`src/rtl/pp_fbuf_pkg.sv`:
```
package pp_fbuf_pkg;
  // Per-cycle commands from the control unit to the bank datapath
  typedef struct packed {
    logic wrStb;  // write the current word into the write bank
    logic rdStb;  // read rdAddr from the read bank
    logic wrSel;  // bank index holding the write role
  } fbufStrobes_t;
endpackage

```
`src/rtl/fbuf_ctrl.sv`:
```
module fbuf_ctrl
  import pp_fbuf_pkg::*;
#(
  parameter int ADDR_W      = 17,
  parameter int FRAME_WORDS = 131072
) (
  input  logic              clk,
  input  logic              rstN,
  input  logic              wrValid,
  input  logic              rdReq,
  input  logic              frameSync,
  output fbufStrobes_t      strobes,
  output logic [ADDR_W-1:0] wrAddr,
  output logic              wrBankSel,
  output logic              frameReady
);
  localparam logic [ADDR_W-1:0] LAST_ADDR = ADDR_W'(FRAME_WORDS - 1);

  logic wrBank, readyQ, doSwap, accept;
  logic [ADDR_W-1:0] wrCount;

  assign accept = wrValid && !readyQ;
  assign doSwap = frameSync && readyQ;

  always_ff @(posedge clk or negedge rstN) begin
    if (!rstN) begin
      wrBank  <= 1'b0;
      readyQ  <= 1'b0;
      wrCount <= '0;
    end else if (doSwap) begin
      wrBank  <= ~wrBank;
      readyQ  <= 1'b0;
      wrCount <= '0;
    end else if (accept) begin
      if (wrCount == LAST_ADDR) begin
        readyQ <= 1'b1;
      end else begin
        wrCount <= wrCount + 1'b1;
      end
    end
  end

  always_comb begin
    strobes.wrStb = accept;
    strobes.rdStb = rdReq;
    strobes.wrSel = wrBank;
  end

  assign wrAddr     = wrCount;
  assign wrBankSel  = wrBank;
  assign frameReady = readyQ;
endmodule

```
`src/rtl/fbuf_datapath.sv`:
```
module fbuf_datapath
  import pp_fbuf_pkg::*;
#(
  parameter int ADDR_W = 17,
  parameter int DATA_W = 24
) (
  input  logic                         clk,
  input  logic                         rstN,
  input  fbufStrobes_t                 strobes,
  input  logic [ADDR_W-1:0]            wrAddr,
  input  logic [ADDR_W-1:0]            rdAddr,
  input  logic [DATA_W-1:0]            wrData,
  input  logic [1:0][DATA_W-1:0]       bankRdata,
  output logic [1:0]                   bankCsN,
  output logic [1:0]                   bankOeN,
  output logic [1:0]                   bankWeN,
  output logic [1:0][ADDR_W-1:0]       bankAddr,
  output logic [1:0][DATA_W-1:0]       bankWdata,
  output logic [DATA_W-1:0]            rdData,
  output logic                         rdDataValid
);
  localparam int NUM_BANKS = 2;

  for (genvar b = 0; b < NUM_BANKS; b++) begin : g_bank
    logic isWr, wrHit, rdHit;
    assign isWr  = (strobes.wrSel == 1'(b));
    assign wrHit = strobes.wrStb && isWr;
    assign rdHit = strobes.rdStb && !isWr;

    always_ff @(posedge clk or negedge rstN) begin
      if (!rstN) begin
        bankCsN[b]   <= 1'b1;
        bankOeN[b]   <= 1'b1;
        bankWeN[b]   <= 1'b1;
        bankAddr[b]  <= '0;
        bankWdata[b] <= '0;
      end else begin
        bankCsN[b]   <= !(wrHit || rdHit);
        bankOeN[b]   <= !rdHit;
        bankWeN[b]   <= !wrHit;
        bankAddr[b]  <= isWr ? wrAddr : rdAddr;
        bankWdata[b] <= wrData;
      end
    end
  end

  // Read return: strobe goes out one cycle after request, data captured next
  logic rdPend, rdPendBank;
  always_ff @(posedge clk or negedge rstN) begin
    if (!rstN) begin
      rdPend      <= 1'b0;
      rdPendBank  <= 1'b0;
      rdData      <= '0;
      rdDataValid <= 1'b0;
    end else begin
      rdPend      <= strobes.rdStb;
      rdPendBank  <= ~strobes.wrSel;
      rdDataValid <= rdPend;
      if (rdPend) rdData <= bankRdata[rdPendBank];
    end
  end
endmodule

```
`src/rtl/pp_frame_buffer.sv`:
```
module pp_frame_buffer
  import pp_fbuf_pkg::*;
#(
  parameter int ADDR_W      = 17,
  parameter int DATA_W      = 24,
  parameter int FRAME_WORDS = 131072
) (
  input  logic              clk,
  input  logic              rstN,
  input  logic [DATA_W-1:0] wrData,
  input  logic              wrValid,
  input  logic              frameSync,
  input  logic              rdReq,
  input  logic [ADDR_W-1:0] rdAddr,
  output logic [DATA_W-1:0] rdData,
  output logic              rdDataValid,
  output logic              wrBankSel,
  output logic              frameReady,
  output logic              b0CsN,
  output logic              b0OeN,
  output logic              b0WeN,
  output logic [ADDR_W-1:0] b0Addr,
  output logic [DATA_W-1:0] b0Wdata,
  input  logic [DATA_W-1:0] b0Rdata,
  output logic              b1CsN,
  output logic              b1OeN,
  output logic              b1WeN,
  output logic [ADDR_W-1:0] b1Addr,
  output logic [DATA_W-1:0] b1Wdata,
  input  logic [DATA_W-1:0] b1Rdata
);
  fbufStrobes_t             strobes;
  logic [ADDR_W-1:0]        wrAddr;
  logic [1:0]               csN, oeN, weN;
  logic [1:0][ADDR_W-1:0]   addr;
  logic [1:0][DATA_W-1:0]   wdata, rdataBus;

  fbuf_ctrl #(.ADDR_W(ADDR_W), .FRAME_WORDS(FRAME_WORDS)) i_ctrl (
    .clk(clk), .rstN(rstN), .wrValid(wrValid), .rdReq(rdReq),
    .frameSync(frameSync), .strobes(strobes), .wrAddr(wrAddr),
    .wrBankSel(wrBankSel), .frameReady(frameReady)
  );

  assign rdataBus[0] = b0Rdata;
  assign rdataBus[1] = b1Rdata;

  fbuf_datapath #(.ADDR_W(ADDR_W), .DATA_W(DATA_W)) i_dp (
    .clk(clk), .rstN(rstN), .strobes(strobes), .wrAddr(wrAddr),
    .rdAddr(rdAddr), .wrData(wrData), .bankRdata(rdataBus),
    .bankCsN(csN), .bankOeN(oeN), .bankWeN(weN), .bankAddr(addr),
    .bankWdata(wdata), .rdData(rdData), .rdDataValid(rdDataValid)
  );

  assign b0CsN = csN[0];  assign b1CsN = csN[1];
  assign b0OeN = oeN[0];  assign b1OeN = oeN[1];
  assign b0WeN = weN[0];  assign b1WeN = weN[1];
  assign b0Addr = addr[0];  assign b1Addr = addr[1];
  assign b0Wdata = wdata[0]; assign b1Wdata = wdata[1];
endmodule

```
`config.mk`:
```
export PLATFORM = sky130hd
export DESIGN_NAME = pp_frame_buffer
export DESIGN_NICKNAME = d
export VERILOG_FILES = /design/src/rtl/pp_fbuf_pkg.sv /design/src/rtl/fbuf_ctrl.sv /design/src/rtl/fbuf_datapath.sv /design/src/rtl/pp_frame_buffer.sv
export SDC_FILE = /design/constraint.sdc
export NUM_CORES = 1
export LEC_CHECK = 0
export ABC_AREA = 1
export BUFFER_PORTS_ARGS = -buffer_cell sky130_fd_sc_hd__buf_2
export CORE_ASPECT_RATIO = 1.75
export CORE_UTILIZATION = 35
export DETAILED_ROUTE_END_ITERATION = 6
export GPL_ROUTABILITY_DRIVEN = 0
export PLACE_DENSITY = 0.65
export SYNTH_ARGS = -nofsm -noshare
export SYNTH_HDL_FRONTEND = slang
export SYNTH_SLANG_ARGS = --single-unit
```
`constraint.sdc`:
```
create_clock -name clk -period 2.3 [get_ports clk]
set_input_delay 0.345 -clock clk [delete_from_list [all_inputs] [get_ports clk]]
set_output_delay 0.345 -clock clk [all_outputs]
set_load 0.01 [all_outputs]
```
# == Yosys cells after proc, flatten, opt, wreduce, memory -nomap -nowiden ==
# Index checks and enable logic that the tools add are counted.
# word_totals
reg_bits,110
# classes
order_cmp,1
add_sub_neg,1
mux,10
n_bitwise,1
reduce_logical,20
eq_ne,2
# op_table
cell,count
$mux 17,5
$mux 24,2
$add 17x1->17 const B,1
$eq 17x17->1 const B,1
$logic_not 1->1,8
$logic_and 1x1->1,6
$reduce_and 2->1,2
$reduce_bool 2->1,2
$mux 1,3
$logic_or 1x1->1,2
$lt 1x2->1 const B,1
$ne 2x1->1 const B,1
$not 1->1,1

# == Depth between registers and ports, before layout ==
# logic_depth
depth_word,5
mapped_depth,13
mapped_depth_nobuf,13

# == Modules after synthesis ==
# From an unflattened synthesis, not the netlist that was laid out.
# unflattened
cells_unflattened,548
area_unflattened_um2,4852.2
# modules_own_cells
mod,area_per_inst_um2,n_inst,cells_per_inst,seq_area_each_um2
fbuf_datapath,3737.3,1,394,2284.7
fbuf_ctrl,1114.8,1,154,475.5

# == Worst setup path after synthesis ==
# OpenSTA, ideal clock, no wires.
# synth_timing
kind,register to register
from,"register i_ctrl.wrCount[1], in the netlist i_ctrl.wrAddr[1]"
to,"register i_ctrl.wrCount[12], in the netlist i_ctrl.wrAddr[12]"
slack_ps,474
stages_incl_launch_ff,12
arrival_time_ps,1712
cell_sequence,dfrtp_1 > ha_1 > nand3_1 > nor2_2 > and3_1 > ha_1 > nand3b_4 > nand2_2 > nand3_1 > nand2_1 > inv_1 > nor2_1
# synth_between
elab_chain_len,4
word_cells_on_any_way,7
# synth_lines
item,line_no,rtl
start: declaration,fbuf_ctrl.sv:20,logic [ADDR_W-1:0] wrCount;
start signal: assignment,fbuf_ctrl.sv:38,wrCount <= wrCount + 1'b1;
$add 17x1->17,fbuf_ctrl.sv:38,
$mux 17,fbuf_ctrl.sv:35,if (wrCount == LAST_ADDR) begin
$mux 17,fbuf_ctrl.sv:34,end else if (accept) begin
$mux 17,fbuf_ctrl.sv:30,end else if (doSwap) begin
# Parallel ways exist; a longest one is shown, timed or not. The select of a mux whose other input is x is not followed.
# A chain may end at the register's enable or synchronous reset.

# == Worst setup path in the final report ==
# Same ends and word-level chain as after synthesis.

==> results.md <==
* WS Path Type: flip-flop to flip-flop
* WL per Instance at 14.0 µm
* Via Count at 3812
* Drt pass-1 iters at 4
* Clock tree root buffer cell: clkbuf_16
* RSZ-0062 raised after global routing: no
* Synth Area in Compound Gates at 8.70%
* Clk_lat worst skew at 340 ps
* Total GRT Usage at 17.7%
* Adder-cell share of the synthesized area at 0.556%
* CP startpoint kind: flip-flop
* WHS at 110 ps
* Net Count, Synth at 565
* 1st-iter DRT viols at 148
* Flops & latches, synth at 110
* Setup WS pre-CTS at 186 ps
* Die X at 87.7 µm
* Initial antenna violation count at 1
* # rows at 54
* Power Density at 841 nW/µm²
* Initial Util at 36.0%
* CTS Buf Count at 9
* Global-route wire length before repair at 18100 µm
* Max-Cap Viols at 0
* Period utilization at 91.1%
* Largest net degree at the start of global routing at 52
* Pwr Total at 4.92 mW
* Crit-path max FO at 9
* Synthesis warning total at 0
* Post-Layout Cell Count at 826
* PortBufs at 208
* Critical Path AT at 2330 ps
* Mux contribution to synthesized area at 0%
* Static leakage at 3.04 nW
* # clock sinks at 110
* Setup Skew at 7.75 ps
* FMAX at 477 MHz
* Total negative setup slack at 0 ps
* Clk pin slew, worst setup/hold paths at 70 ps
* Worst Slack Setup Final at 205 ps
* Tmin final at 2090 ps
* CTS H-tree depth at 3
* Final Setup Violations at 0
* Final Util at 46.8%
* Ratio of cells with drive above 1 in the final layout at 39.0%
* Vias per cell at 4.62
* WL final at 11500 µm
* Area Overhead vs Synth at 30.0%
* Post-CTS setup buffer count at 0
* Post-route ant nets at 0
* GR Layer Usage met3 at 3.15%
* CORE AREA at 12500 µm²
* Final hold vios at 0
* Die Ht at 152 µm
* DP Cell Count at 808
* Drc violations at 0
* Element type at the critical path end: flip-flop
* Sequential area share after synthesis at 61.3%
* Synth unique cells at 27
* Hpwl dp at 8870 µm
* Met1 Track Usage GR at 18.4%
* Avg Inst Size Synth at 9.59 µm²
* Clk buf depth at 2
* Number of global-route vias before repair at 3744
* Post-Synthesis Cells at 469
* Final layout net count at 748
* Post-Synth Simple-Gate Area at 20.7%
* Grt met2 use at 32.7%
* Slew Limit Headroom at 50.7%
* Placed inst area at 5550 µm²
* Most Crowded Layer GR: met2
* CTS tree: yes
* CP required at 2530 ps
* Synthesized-area fraction occupied by xor and xnor cells at 0.195%
* Design Area, Final at 5850 µm²
* Die Area at 13300 µm²
* Io pins at 209
* Largest family of logic cells by synthesized area: simple AND/OR/NAND/NOR gates
* Hold WC Path Type: primary input to flip-flop
* GRT Residual Overflow at 0
* Mapped cell area at 4500 µm²
* Max IR drop VDD at 0.325 mV
* Slew Limit Fails at 0
* Worst-Margin Slew at 739 ps
* Status: finished clean
==> report_power, final <==
| part | switching [mW] | leakage [nW] | total (mW) | internal (mW) |
|---|---|---|---|---|
| Combinational | 0.679 | 1.60 | 1.08 | 0.404 |
| Sequential | 0.153 | 1.30 | 2.38 | 2.23 |
| Clock | 0.687 | 0.143 | 1.46 | 0.772 |
==> synth_stat cells, drive strengths merged <==
master    n  area share (%)
clkbuf    7            0.58
ha        2            0.56
and3      1            0.14
buf      36             5.3
a31oi    25             3.5
nand2   123              12
nor2     60             5.7
o21ai    39             4.3
dfrtp   104              58
nor3      9             1.0
nand4     3            0.42
nand3b    1            0.44
inv      32             2.7
dfstp     6             3.5
nand3    13             1.4
xor2      1            0.19
a21oi     5            0.56
o21a      2            0.33
==> state kept, by name, indices dropped and copies added, names as in the netlist <==
signal	cells
i_dp.bankAddr	34
i_dp.bankWdata	24
i_dp.rdData	24
i_ctrl.wrAddr	17
i_dp.bankCsN	2
i_dp.bankOeN	2
i_dp.bankWeN	2
i_ctrl.frameReady	1
i_ctrl.wrBankSel	1
i_dp.rdDataValid	1
i_dp.rdPend	1
i_dp.rdPendBank	1
==> cells in the final DEF (no fill, tap or decap), types with 2 or more instances in the layout <==
cell       instances
a21oi_1            5
a31oi_1           25
buf_2            207
buf_4              6
clkbuf_16          9
clkinv_2           2
clkinv_4           2
dfrtp_1          104
dfstp_2            6
ha_1               2
inv_1             31
inv_6              2
nand2_1          111
nand2_2            8
nand2_4            3
nand3_1           13
nand4_1            3
nor2_1            54
nor2_2             2
nor2_4             4
nor3_1             9
o21a_1             2
o21ai_0           38
==> path summary, 6_finish.rpt <==
| path | start | end | slack [ps] | cells after the start |
|---|---|---|---|---|
| max | i_ctrl.wrAddr[1] | i_ctrl.wrAddr[12] | 210 | 11 |
| min | wrData[14] | i_dp.bankWdata[14] | 110 | 1 |
| max reg2reg | i_ctrl.wrAddr[1] | i_ctrl.wrAddr[12] | 210 | 11 |
| min reg2reg | i_dp.rdData[11] | i_dp.rdData[11] | 540 | 2 |
| max in group asynchronous | rstN | i_dp.bankWeN[0] | 1030 | 3 |
| min in group asynchronous | rstN | i_dp.rdData[18] | 520 | 2 |
==> kinds of logic after synthesis <==
family | after synthesis
AND/OR/NAND/NOR | 210
flip-flops | 110
buffers and inverters | 75
AO/OA/AOI/OAI | 71
adder cells (fa/ha/maj) | 2
XOR/XNOR | 1
==> final cells by class <==
class,instances,area [µm²]
Clock inverter,6,45.0
Fill cell,1178,6650
Tap cell,168,210
Inverter,32,120
Timing Repair Buffer,215,1110
Multi-Input combinational cell,284,1360
Antenna cell,1,2.50
Clock buffer,10,239
Sequential cell,110,2760
==> critical path, cell delays in order, from the launching register on <==
cell,delay (ps)
dfrtp_1,410
ha_1,190
nand3_1,180
nor2_4,190
and3_1,160
ha_1,240
nand3b_4,220
nand2_2,130
nand3_1,120
nand2_1,50
inv_1,60
nor2_1,40
==> routing by layer <==
layer	wire length, µm	vias to the layer above
li1	-	1843
met4	402	0
met3	540	27
met2	6370	149
met1	4230	1793
met5	0	-
==> what timing repair did <==
item	in CTS	in global routing
hold endpoints to repair	36	0
hold buffers	1	0
setup endpoints to repair	0	1
gates resized for setup	0	1
(Power assumes the default switching activity.)
